==> src/rtl/bridge_pkg.sv <==
// Shared types for the system-bus to peripheral-bus bridge.
// Assumes: nothing beyond IEEE 1800-2017.
package bridge_pkg;

    // Peripheral-side sequencer phase.
    typedef enum logic [1:0] {
        PH_IDLE   = 2'd0,
        PH_SETUP  = 2'd1,
        PH_ENABLE = 2'd2
    } apb_phase_e;

    // System-bus transfer types that carry a transfer.
    localparam logic [1:0] HT_NONSEQ = 2'd2;
    localparam logic [1:0] HT_SEQ    = 2'd3;

endpackage

==> src/rtl/bridge_sel_decode.sv <==
// Turns the select field of the held address into a one-hot peripheral select.
// Assumes: the caller passes only the select field; gating by phase is done elsewhere.
module bridge_sel_decode #(
    parameter int SEL_BITS = 2,
    localparam int NUM_SEL = 1 << SEL_BITS
) (
    input  logic [SEL_BITS-1:0] sel_field,
    output logic [NUM_SEL-1:0]  sel_onehot
);

    // One comparator per select line.
    for (genvar i = 0; i < NUM_SEL; i++) begin : g_line
        assign sel_onehot[i] = (sel_field == SEL_BITS'(i));
    end

endmodule

==> src/rtl/bridge_front.sv <==
// System-bus side: accepts address phases, tracks the data phase, loads the
// single holding register and drives hreadyout.
// Assumes: one holding register; writes are posted, reads wait for data.
module bridge_front
    import bridge_pkg::*;
#(
    parameter int ADDR_W = 16,
    parameter int DATA_W = 32
) (
    input  logic              clk,
    input  logic              rst_n,
    input  logic              hsel,
    input  logic [ADDR_W-1:0] haddr,
    input  logic [1:0]        htrans,
    input  logic              hwrite,
    input  logic [DATA_W-1:0] hwdata,
    input  logic              hready,
    input  logic              xfer_done,
    output logic              hreadyout,
    output logic              hold_load,
    output logic              hold_valid,
    output logic [ADDR_W-1:0] hold_addr,
    output logic              hold_write,
    output logic [DATA_W-1:0] hold_wdata
);

    logic              accept;
    logic              buffer_free;
    logic              dp_pending;
    logic              dp_write;
    logic              dp_issued;
    logic              rd_done;
    logic [ADDR_W-1:0] dp_addr;

    // Decide whether this cycle starts a transfer.
    assign accept = hsel && hready && ((htrans == HT_NONSEQ) || (htrans == HT_SEQ));

    // The holding register is free if empty or draining in this cycle.
    assign buffer_free = !hold_valid || xfer_done;

    // Move the data-phase transfer into the holding register once it is free.
    assign hold_load = dp_pending && buffer_free && (dp_write || !dp_issued);

    // Ready: no data phase, a posted write taken, or read data now present.
    assign hreadyout = !dp_pending || rd_done || (dp_write && buffer_free);

    // Track the address phase that was taken and its data phase.
    always_ff @(posedge clk) begin
        if (!rst_n) begin
            dp_pending <= 1'b0;
            dp_write   <= 1'b0;
            dp_addr    <= '0;
        end else if (accept) begin
            dp_pending <= 1'b1;
            dp_write   <= hwrite;
            dp_addr    <= haddr;
        end else if (hreadyout) begin
            dp_pending <= 1'b0;
        end
    end

    // Note that a read has been handed to the peripheral side.
    always_ff @(posedge clk) begin
        if (!rst_n) begin
            dp_issued <= 1'b0;
        end else if (hreadyout) begin
            dp_issued <= 1'b0;
        end else if (hold_load) begin
            dp_issued <= 1'b1;
        end
    end

    // Pulse one cycle after a read finishes its enable phase.
    always_ff @(posedge clk) begin
        if (!rst_n) begin
            rd_done <= 1'b0;
        end else begin
            rd_done <= xfer_done && !hold_write;
        end
    end

    // Holding register; its contents stay after the transfer ends.
    always_ff @(posedge clk) begin
        if (!rst_n) begin
            hold_valid <= 1'b0;
            hold_addr  <= '0;
            hold_write <= 1'b0;
            hold_wdata <= '0;
        end else if (hold_load) begin
            hold_valid <= 1'b1;
            hold_addr  <= dp_addr;
            hold_write <= dp_write;
            if (dp_write) begin
                hold_wdata <= hwdata;
            end
        end else if (xfer_done) begin
            hold_valid <= 1'b0;
        end
    end

    // A read's enable phase is followed by a ready data phase.
    assert_read_release_R7: assert property (@(posedge clk) disable iff (!rst_n)
        (xfer_done && !hold_write) |=> hreadyout);

    // A write waiting behind a busy holding register is not released early.
    assert_busy_stall_R8: assert property (@(posedge clk) disable iff (!rst_n)
        (hold_valid && !xfer_done && dp_pending) |-> !hold_load);

endmodule

==> src/rtl/bridge_apb_seq.sv <==
// Peripheral-side sequencer: idle, setup, enable. Drives the select and enable
// strobes and captures read data at the end of a read's enable phase.
// Assumes: the holding register stays unchanged until the end of the enable phase.
module bridge_apb_seq
    import bridge_pkg::*;
#(
    parameter int DATA_W  = 32,
    parameter int NUM_SEL = 4
) (
    input  logic               clk,
    input  logic               rst_n,
    input  logic               hold_valid,
    input  logic               hold_load,
    input  logic               hold_write,
    input  logic [NUM_SEL-1:0] sel_onehot,
    input  logic [DATA_W-1:0]  prdata,
    output logic [NUM_SEL-1:0] psel,
    output logic               penable,
    output logic               xfer_done,
    output logic [DATA_W-1:0]  hrdata
);

    apb_phase_e phase_q;
    apb_phase_e phase_d;

    // Next phase: setup runs once, enable chains straight to a new setup.
    always_comb begin
        case (phase_q)
            PH_IDLE:   phase_d = (hold_valid || hold_load) ? PH_SETUP : PH_IDLE;
            PH_SETUP:  phase_d = PH_ENABLE;
            PH_ENABLE: phase_d = hold_load ? PH_SETUP : PH_IDLE;
            default:   phase_d = PH_IDLE;
        endcase
    end

    // Phase register.
    always_ff @(posedge clk) begin
        if (!rst_n) begin
            phase_q <= PH_IDLE;
        end else begin
            phase_q <= phase_d;
        end
    end

    // Strobes derived from the phase.
    assign psel      = (phase_q != PH_IDLE) ? sel_onehot : '0;
    assign penable   = (phase_q == PH_ENABLE);
    assign xfer_done = (phase_q == PH_ENABLE);

    // Sample read data at the end of a read's enable phase.
    always_ff @(posedge clk) begin
        if (!rst_n) begin
            hrdata <= '0;
        end else if (xfer_done && !hold_write) begin
            hrdata <= prdata;
        end
    end

    // Setup always lasts exactly one cycle.
    assert_setup_once_R4: assert property (@(posedge clk) disable iff (!rst_n)
        (phase_q == PH_SETUP) |=> (phase_q == PH_ENABLE));

endmodule

==> src/rtl/sysbus_periph_bridge.sv <==
// Top level of the bridge: system-bus slave front end, select decoder and
// peripheral-bus sequencer around one holding register.
// Assumes: a single clock for both buses; no error, split or retry responses.
module sysbus_periph_bridge
    import bridge_pkg::*;
#(
    parameter int ADDR_W   = 16,
    parameter int DATA_W   = 32,
    parameter int SEL_BITS = 2,
    parameter int SEL_LSB  = 12,
    localparam int NUM_SEL = 1 << SEL_BITS
) (
    input  logic               hclk,
    input  logic               hresetn,
    input  logic               hsel,
    input  logic [ADDR_W-1:0]  haddr,
    input  logic [1:0]         htrans,
    input  logic               hwrite,
    input  logic [DATA_W-1:0]  hwdata,
    input  logic               hready,
    output logic               hreadyout,
    output logic [DATA_W-1:0]  hrdata,
    output logic [ADDR_W-1:0]  paddr,
    output logic               pwrite,
    output logic [DATA_W-1:0]  pwdata,
    output logic [NUM_SEL-1:0] psel,
    output logic               penable,
    input  logic [DATA_W-1:0]  prdata
);

    logic               hold_load;
    logic               hold_valid;
    logic [ADDR_W-1:0]  hold_addr;
    logic               hold_write;
    logic [DATA_W-1:0]  hold_wdata;
    logic               xfer_done;
    logic [NUM_SEL-1:0] sel_onehot;

    bridge_front #(.ADDR_W(ADDR_W), .DATA_W(DATA_W)) i_front (
        .clk        (hclk),
        .rst_n      (hresetn),
        .hsel       (hsel),
        .haddr      (haddr),
        .htrans     (htrans),
        .hwrite     (hwrite),
        .hwdata     (hwdata),
        .hready     (hready),
        .xfer_done  (xfer_done),
        .hreadyout  (hreadyout),
        .hold_load  (hold_load),
        .hold_valid (hold_valid),
        .hold_addr  (hold_addr),
        .hold_write (hold_write),
        .hold_wdata (hold_wdata)
    );

    bridge_sel_decode #(.SEL_BITS(SEL_BITS)) i_decode (
        .sel_field  (hold_addr[SEL_LSB +: SEL_BITS]),
        .sel_onehot (sel_onehot)
    );

    bridge_apb_seq #(.DATA_W(DATA_W), .NUM_SEL(NUM_SEL)) i_seq (
        .clk        (hclk),
        .rst_n      (hresetn),
        .hold_valid (hold_valid),
        .hold_load  (hold_load),
        .hold_write (hold_write),
        .sel_onehot (sel_onehot),
        .prdata     (prdata),
        .psel       (psel),
        .penable    (penable),
        .xfer_done  (xfer_done),
        .hrdata     (hrdata)
    );

    // The holding register drives the peripheral address, direction and data.
    assign paddr  = hold_addr;
    assign pwrite = hold_write;
    assign pwdata = hold_wdata;

    // Peripheral-side signals do not move from setup into enable.
    assert_apb_stable_R5: assert property (@(posedge hclk) disable iff (!hresetn)
        penable |-> ($stable(paddr) && $stable(pwrite) && $stable(pwdata) && $stable(psel)));

    // Never more than one select.
    assert_one_select_R6: assert property (@(posedge hclk) disable iff (!hresetn)
        $onehot0(psel));

    // Enable only with a select, and only after a setup cycle.
    assert_enable_with_select_R4: assert property (@(posedge hclk) disable iff (!hresetn)
        penable |-> (psel != '0));

    assert_enable_after_setup_R4: assert property (@(posedge hclk) disable iff (!hresetn)
        $rose(penable) |-> $past(psel != '0));

endmodule

==> config.mk <==
export PLATFORM = sky130hd
export DESIGN_NAME = sysbus_periph_bridge
export DESIGN_NICKNAME = d
export VERILOG_FILES = /design/src/rtl/bridge_pkg.sv /design/src/rtl/bridge_sel_decode.sv /design/src/rtl/bridge_front.sv /design/src/rtl/bridge_apb_seq.sv /design/src/rtl/sysbus_periph_bridge.sv
export SDC_FILE = /design/constraint.sdc
export NUM_CORES = 1
export LEC_CHECK = 0
export BUFFER_PORTS_ARGS = -buffer_cell sky130_fd_sc_hd__buf_2
export CAP_MARGIN = 5
export CELL_PAD_IN_SITES_DETAIL_PLACEMENT = 0
export CELL_PAD_IN_SITES_GLOBAL_PLACEMENT = 1
export CORE_MARGIN = 2
export CORE_UTILIZATION = 36
export CTS_CLUSTER_DIAMETER = 40
export DETAILED_ROUTE_END_ITERATION = 16
export GPL_TIMING_DRIVEN = 0
export PLACE_DENSITY = 0.83
export SLEW_MARGIN = 5
export SYNTH_ARGS = -nofsm -noshare
export SYNTH_HDL_FRONTEND = slang
export SYNTH_SLANG_ARGS = --single-unit
==> constraint.sdc <==
create_clock -name hclk -period 3.2 [get_ports hclk]
set_clock_uncertainty 0.1 [all_clocks]
set_input_delay 0.32 -clock hclk [delete_from_list [all_inputs] [get_ports hclk]]
set_output_delay 0.32 -clock hclk [all_outputs]
set_load 0.02 [all_outputs]
==> results.sh, run 1 <==
export IMPL_crit_required_ns=2.78
export IMPL_worst_path_max_delay_cell="dfxtp_1"
export IMPL_finalNonFillerCells=788
export IMPL_m1WireLength_um=4480
export IMPL_numCtsBuffers=9
export IMPL_cts_sinks=104
export IMPL_dr_first_iter_drc_count=152
export IMPL_cp_end_kind="output port"
export IMPL_synth_area_leaders="dfxtp_1 (51%), nand2_1 (18%), mux2i_1 (12%), a21boi_0 (8.3%), clkbuf_1 (1.5%)"
export IMPL_netlist_area_leader_share=0.514
export IMPL_wl_um=10100
export IMPL_cts_setup_buffers=0
export IMPL_postSynthCellCount=462
export IMPL_drive_above_1_share=0.315
export IMPL_ios=174
export IMPL_htree_levels=3
export IMPL_start_util=0.372
export IMPL_grt_max_degree=16
export IMPL_start_kind="register"
export IMPL_crit_chain="nand2b_4 -> inv_2 -> o21ai_0 -> nand2_1 -> buf_2"
export IMPL_hpwl_um=7610
export IMPL_startpoint="i_seq.phase_q[0]"
export IMPL_fmax_ghz=0.517
export IMPL_overflow=0
export IMPL_port_buffers=171
export IMPL_rr_worst_depth=4
export IMPL_max_cap_violations=0
export IMPL_cts_repair_resized=0
export IMPL_yosysMostFrequentCell="nand2_1"
export IMPL_ys_seq_area_frac=0.514
export IMPL_hold_ws_ns=0.0979
export IMPL_final_seq_area_sq_um=2080
export IMPL_synth_warnings=0
export IMPL_setup_viol_count_final=0
export IMPL_min_period_ns=1.93
export IMPL_crit_fanout=7
export IMPL_place_congestion=0.766
export IMPL_dp_slack_ns=1.28
export IMPL_firstDrtPassIters=4
export IMPL_core_area_sq_um=10900
export IMPL_grt_use_total=0.165
export IMPL_hold_viol_final=0
export IMPL_critical_path_class="register to output port"
export IMPL_highest_layer="met4"
export IMPL_wl_met2_um=4720
export IMPL_p_leak_nw=2.28
export IMPL_r2r_end="i_front.hold_wdata[21]"
export IMPL_tightest_slew_ns=0.482
export IMPL_die_area_sq_um=12100
export IMPL_clockRootBuffer="clkbuf_8"
export IMPL_syn_to_final_growth_pct=29.7
export IMPL_antenna_found_initial=0
export IMPL_finalPower_mw=2.27
export IMPL_fillCellCount=1080
export IMPL_rsz0062_at_grt="no"
export IMPL_max_clock_path_buffers=2
export IMPL_final_nets=731
export IMPL_arrival_ns=1.51
export IMPL_post_route_drc_count=0
export IMPL_synth_cell_types=31
export IMPL_hold_path_class="input port to register"
export IMPL_netlist_top_cells_count="nand2_1 (199), dfxtp_1 (104), mux2i_1 (48)"
export IMPL_clkTransAtPathRegs_ns=0.09
export IMPL_wl_met3_um=659
export IMPL_synth_enable_flop_cells=0
export IMPL_vdd_ir_drop_max_mv=0.254
export IMPL_p_per_area_nw_per_um2=432
export IMPL_dpl_cell_count=773
export IMPL_status="completed"
export IMPL_synth_async_sr_flop_share=0
export IMPL_drv_slew=0
export IMPL_reg2reg_from="i_seq.phase_q[1]"
export IMPL_cts_tree="done"
export IMPL_netlist_area_sq_um=4050
export IMPL_setup_ws_ns=1.27
export IMPL_postCtsHoldBufs=0
export IMPL_viasPerCell=4.56
export IMPL_ys_flop_type="dfxtp_1"
export IMPL_ys_seq_elements=104
export IMPL_wl_per_cell_um=12.8
export IMPL_rows=38
export IMPL_postSynthAreaPerCell_sq_um=8.77
export IMPL_vias=3593
export IMPL_setup_worst_path_end="hreadyout"
export IMPL_finalSetupTns_ns=0
export IMPL_synth_top_area_cell="dfxtp_1"
export IMPL_r2r_slack_ns=1.50
export IMPL_die_w_um=110
export IMPL_antennaDiodeCount=0
export IMPL_clk_latency_ns=0.35
export IMPL_grt_pass1_wl_um=15800
export IMPL_multi_input_area_sq_um=1770
export IMPL_relSlewSlack=0.679
export IMPL_period_share=0.604
export IMPL_slowest_delay_ns=0.46
export IMPL_fp_dieH_um=110
export IMPL_grt_pass1_vias=3471
export IMPL_ant_nets=0
export IMPL_synthesis_nets=549
-- cell families after synthesis --
group,Yosys count,synth area share
and+or+nand+nor,214,0.208
DFF,104,0.514
AOI/OAI and AO/OA,60,0.111
muxes,48,0.119
buffers and inverters,36,0.0482
-- per-stage QoR --
step | utilization | cell area, sq um
5_1_grt | 0.483 | 5260
3_5_place_dp | 0.467 | 5080
3_3_place_gp | 0.467 | 5080
4_1_cts | 0.483 | 5260
2_1_floorplan | - | 4050
6_report | 0.483 | 5260
-- worst max-delay path, delay by kind of cell, from the launching register on --
family                 cells  cell delay, ns
AO/OA/AOI/OAI              1            0.21
flip-flops                 1            0.46
AND/OR/NAND/NOR            2            0.28
buffers and inverters      2            0.21
-- worst min path at each step --
stage                                   endpoint                    from  cells after the start  slack, ns
final                           i_seq.hrdata[30]              prdata[30]                      3        0.1
after CTS                       i_seq.hrdata[30]              prdata[30]                      3       0.07
after floorplan             i_front.hold_addr[0]      i_front.dp_addr[0]                      2       0.34
after global placement    i_front.hold_wdata[14]  i_front.hold_wdata[14]                      2       0.34
after detailed placement   i_front.hold_wdata[1]   i_front.hold_wdata[1]                      2       0.35
after global routing            i_seq.hrdata[26]              prdata[26]                      3       0.09
-- layout by cell type (no fill, tap or decap) --
| master | n |
|---|---|
| nand3_1 | 1 |
| o21ai_0 | 3 |
| nand2_1 | 199 |
| a21boi_0 | 45 |
| nor3b_2 | 1 |
| buf_8 | 1 |
| clkinvlp_4 | 1 |
| a21oi_2 | 1 |
| a21boi_1 | 5 |
| clkbuf_8 | 11 |
| buf_4 | 3 |
| o221a_1 | 1 |
| nor3_1 | 2 |
| nor2_1 | 4 |
| and3_1 | 1 |
| a21oi_1 | 1 |
| inv_2 | 1 |
| clkinv_2 | 2 |
| nor2b_1 | 1 |
| inv_1 | 3 |
| o221ai_1 | 1 |
| buf_1 | 2 |
| clkbuf_1 | 17 |
| a31oi_1 | 1 |
| and2_1 | 1 |
| nand2b_1 | 2 |
| buf_6 | 4 |
| o2111a_1 | 1 |
| or3b_2 | 1 |
| buf_2 | 177 |
| dfxtp_1 | 104 |
| o2bb2ai_1 | 1 |
| nand2b_4 | 1 |
| mux2i_1 | 48 |
-- power breakdown --
part	leakage [nW]	internal, mW	switching [mW]
registers	0.840	1.32	0.0137
clock network	0.0882	0.320	0.417
logic	1.35	0.0911	0.113
total	2.28	1.73	0.544
-- area by class of cell --
class | instances | share of cell area
clock buffers | 12 | 0.0295
plain buffers | 32 | 0.0343
inverters | 4 | 0.00286
flip-flops and latches | 104 | 0.396
multi-input cells | 322 | 0.338
clock inverters | 3 | 0.00333
repair buffers | 171 | 0.163
well taps | 140 | 0.0333
-- sequential cells by signal, indices dropped and copies added, names as in the netlist --
signal and count:
i_front.dp_addr 16, i_front.dp_issued 1, i_front.dp_pending 1, i_front.dp_write 1
i_front.hold_addr 16, i_front.hold_valid 1, i_front.hold_wdata 32, i_front.hold_write 1
i_front.rd_done 1, i_seq.hrdata 32, i_seq.phase_q 2
-- metal layers --
layer	track usage	vias up
met5	0	-
met4	0.0624	0
met3	0.0335	17
met2	0.278	113
met1	0.208	1615
li1	-	1848
(Power assumes the default switching activity.)
==> inputs of run 2 (changes only) <==
--- a/config.mk
+++ b/config.mk
@@ -5,16 +5,17 @@
 export SDC_FILE = /design/constraint.sdc
 export NUM_CORES = 1
 export LEC_CHECK = 0
+export ABC_AREA = 1
 export BUFFER_PORTS_ARGS = -buffer_cell sky130_fd_sc_hd__buf_2
 export CAP_MARGIN = 5
 export CELL_PAD_IN_SITES_DETAIL_PLACEMENT = 0
 export CELL_PAD_IN_SITES_GLOBAL_PLACEMENT = 1
 export CORE_MARGIN = 2
-export CORE_UTILIZATION = 36
+export CORE_UTILIZATION = 29
 export CTS_CLUSTER_DIAMETER = 40
 export DETAILED_ROUTE_END_ITERATION = 16
 export GPL_TIMING_DRIVEN = 0
-export PLACE_DENSITY = 0.83
+export PLACE_DENSITY = 0.74
 export SLEW_MARGIN = 5
 export SYNTH_ARGS = -nofsm -noshare
 export SYNTH_HDL_FRONTEND = slang
==> constraint.sdc (replaced) <==
create_clock -name hclk -period 1.6 [get_ports hclk]
set_clock_uncertainty 0.1 [all_clocks]
set_input_delay 0.16 -clock hclk [delete_from_list [all_inputs] [get_ports hclk]]
set_output_delay 0.16 -clock hclk [all_outputs]
set_load 0.02 [all_outputs]
==> run 2 against run 1 <==
Die area rose by 22%. Synthesized cell count grew 21%. Sequential power increased by 100%. Worst hold slack got worse by 0.084 ns. Global-route usage shrank 0.85 points. Register-to-register slack worse by 1.4 ns. Largest power group unchanged. First-iteration DRC count is 11% lower. Utilization down 3.0 points. Final cell count increased by 25%. Critical endpoint is now penable. Routed wire length increased by 18%. Non-clock buffer count rose by 67. Final area rose by 15%.
==> results.sh, run 2 <==
export IMPL_ys_flop_type="dfxtp_1"
export IMPL_netlist_area_leader_share=0.520
export IMPL_period_share=0.932
export IMPL_wl_um=11800
export IMPL_p_leak_nw=3.08
export IMPL_dr_first_iter_drc_count=135
export IMPL_vdd_ir_drop_max_mv=0.399
export IMPL_synth_cell_types=18
export IMPL_port_buffers=171
export IMPL_reg2reg_from="i_seq.phase_q[0]"
export IMPL_critical_path_class="register to output port"
export IMPL_grt_use_total=0.157
export IMPL_hold_viol_final=0
export IMPL_switching_share=0.242
export IMPL_rows=42
export IMPL_p_per_area_nw_per_um2=923
export IMPL_grt_max_degree=17
export IMPL_tightest_slew_ns=0.565
export IMPL_postSynthAreaPerCell_sq_um=7.18
export IMPL_clockRootBuffer="clkbuf_16"
export IMPL_hold_path_class="input port to register"
export IMPL_synth_async_sr_flop_share=0
export IMPL_dpl_instance_area_sq_um=5080
export IMPL_ys_seq_elements=104
export IMPL_core_area_sq_um=13300
export IMPL_arrival_ns=1.23
export IMPL_die_area_sq_um=14800
export IMPL_antennaDiodeCount=0
export IMPL_synth_top_area_cell="dfxtp_1"
export IMPL_fin_area_sq_um=6050
export IMPL_startpoint="i_seq.phase_q[0]"
export IMPL_yosysMostFrequentCell="nand2_1"
export IMPL_antenna_found_initial=0
export IMPL_cts_tree="done"
export IMPL_netlist_top_cells_count="nand2_1 (135), dfxtp_1 (104), nor2_1 (100)"
export IMPL_synth_warnings=0
export IMPL_setup_ws_ns=0.108
export IMPL_vias=4239
export IMPL_cp_end_kind="output port"
export IMPL_drive_above_1_share=0.260
export IMPL_hold_ws_ns=0.0137
export IMPL_relSlewSlack=0.624
export IMPL_layout_commonest_cell="buf_2"
export IMPL_dpl_cell_count=905
export IMPL_syn_to_final_growth_pct=51.0
export IMPL_synthesis_nets=645
export IMPL_finalNonFillerCells=986
export IMPL_viasPerCell=4.30
export IMPL_seqPwrFrac=0.488
export IMPL_synth_enable_flop_cells=0
export IMPL_fp_dieH_um=122
export IMPL_firstDrtPassIters=7
export IMPL_numCtsBuffers=9
export IMPL_place_congestion=0.745
export IMPL_dp_slack_ns=0.172
export IMPL_clk_latency_ns=0.34
export IMPL_max_clock_path_buffers=2
export IMPL_min_period_ns=1.49
export IMPL_overflow=0
export IMPL_setup_viol_count_final=0
export IMPL_crit_fanout=16
export IMPL_p_sw_mw=1.35
export IMPL_cts_sinks=104
export IMPL_p_int_mw=4.23
export IMPL_final_nets=893
export IMPL_htree_levels=3
export IMPL_p_comb_frac=0.119
export IMPL_final_util=0.453
export IMPL_postSynthCellCount=558
export IMPL_finalSetupTns_ns=0
export IMPL_reg_largest_list="i_front.hold_wdata: 32 flops, i_seq.hrdata: 32 flops"
export IMPL_cts_setup_buffers=0
export IMPL_status="completed"
export IMPL_synth_area_leaders="dfxtp_1 (52%), nand2_1 (13%), nor2_1 (9.4%), a21oi_1 (6.5%), inv_1 (6.4%)"
export IMPL_grt_pass1_vias=3932
export IMPL_wl_per_cell_um=12.0
export IMPL_min_delay_start="haddr[11]"
export IMPL_drv_slew=0
export IMPL_hpwl_um=8030
export IMPL_fmax_ghz=0.670
export IMPL_max_cap_violations=0
export IMPL_clkTransAtPathRegs_ns=0.07
export IMPL_netlist_area_sq_um=4010
export IMPL_final_cell_mix="buf_2 (180), nand2_1 (135), dfxtp_1 (102), nor2_1 (100), inv_1 (68)"
export IMPL_start_util=0.300
export IMPL_rsz0062_at_grt="no"
export IMPL_p_clk_frac=0.393
export IMPL_start_kind="register"
export IMPL_ios=174
export IMPL_finalPower_mw=5.58
export IMPL_post_route_drc_count=0
export IMPL_die_w_um=122
export IMPL_ys_seq_area_frac=0.520
export IMPL_crit_required_ns=1.34
export IMPL_grt_pass1_wl_um=18500
export IMPL_ant_nets=0
## run 2: metal layers
metal / GRT usage / wire length [um]
met5: 0 / 0
met4: 0.0546 / 142
met3: 0.0395 / 705
met2: 0.264 / 5580
met1: 0.195 / 5420
## run 2: area by class of cell
cell class / instances / area (sq um)
well taps: 176 / 220
flip-flops and latches: 104 / 2080
repair buffers: 238 / 1530
plain buffers: 32 / 174
clock inverters: 3 / 42.5
clock buffers: 12 / 246
multi-input cells: 350 / 1480
fillers: 1363 / 7300
inverters: 71 / 267
## run 2: final timing paths
kind | slack, ns | to | depth (start not counted)
worst max-delay path | 0.11 | penable | 4
worst max register to register | 0.13 | i_seq.hrdata[4] | 7
worst min register to register | 0.32 | i_seq.phase_q[0] | 1
worst min-delay path | 0.01 | i_front.dp_addr[11] | 3
## run 2: cells by family after synthesis
kind of cell    share of synthesized area
compound gates                     0.0875
simple gates                        0.281
buf+inv                             0.111
flops                               0.520
## run 2: worst max-delay path, cell delays in order (launching register included)
cell,delay (ns)
dfxtp_2,0.33
inv_2,0.07
nand2_4,0.06
inv_2,0.21
buf_2,0.22
## run 2: power groups by stage
stage	clock network (mW)	registers, mW	logic, mW
after global routing	2.39	2.73	0.730
after CTS	2.27	2.72	0.661
final	2.19	2.72	0.664
after detailed placement	0	2.78	0.535
after global placement	0	2.78	0.529
after floorplan	0	2.84	0.231
## run 2: timing repair
item,in CTS,in global routing
setup endpoints to repair,1,30
resized for setup,0,4
hold buffers,66,1
hold endpoints to repair,66,1
cloned,0,0
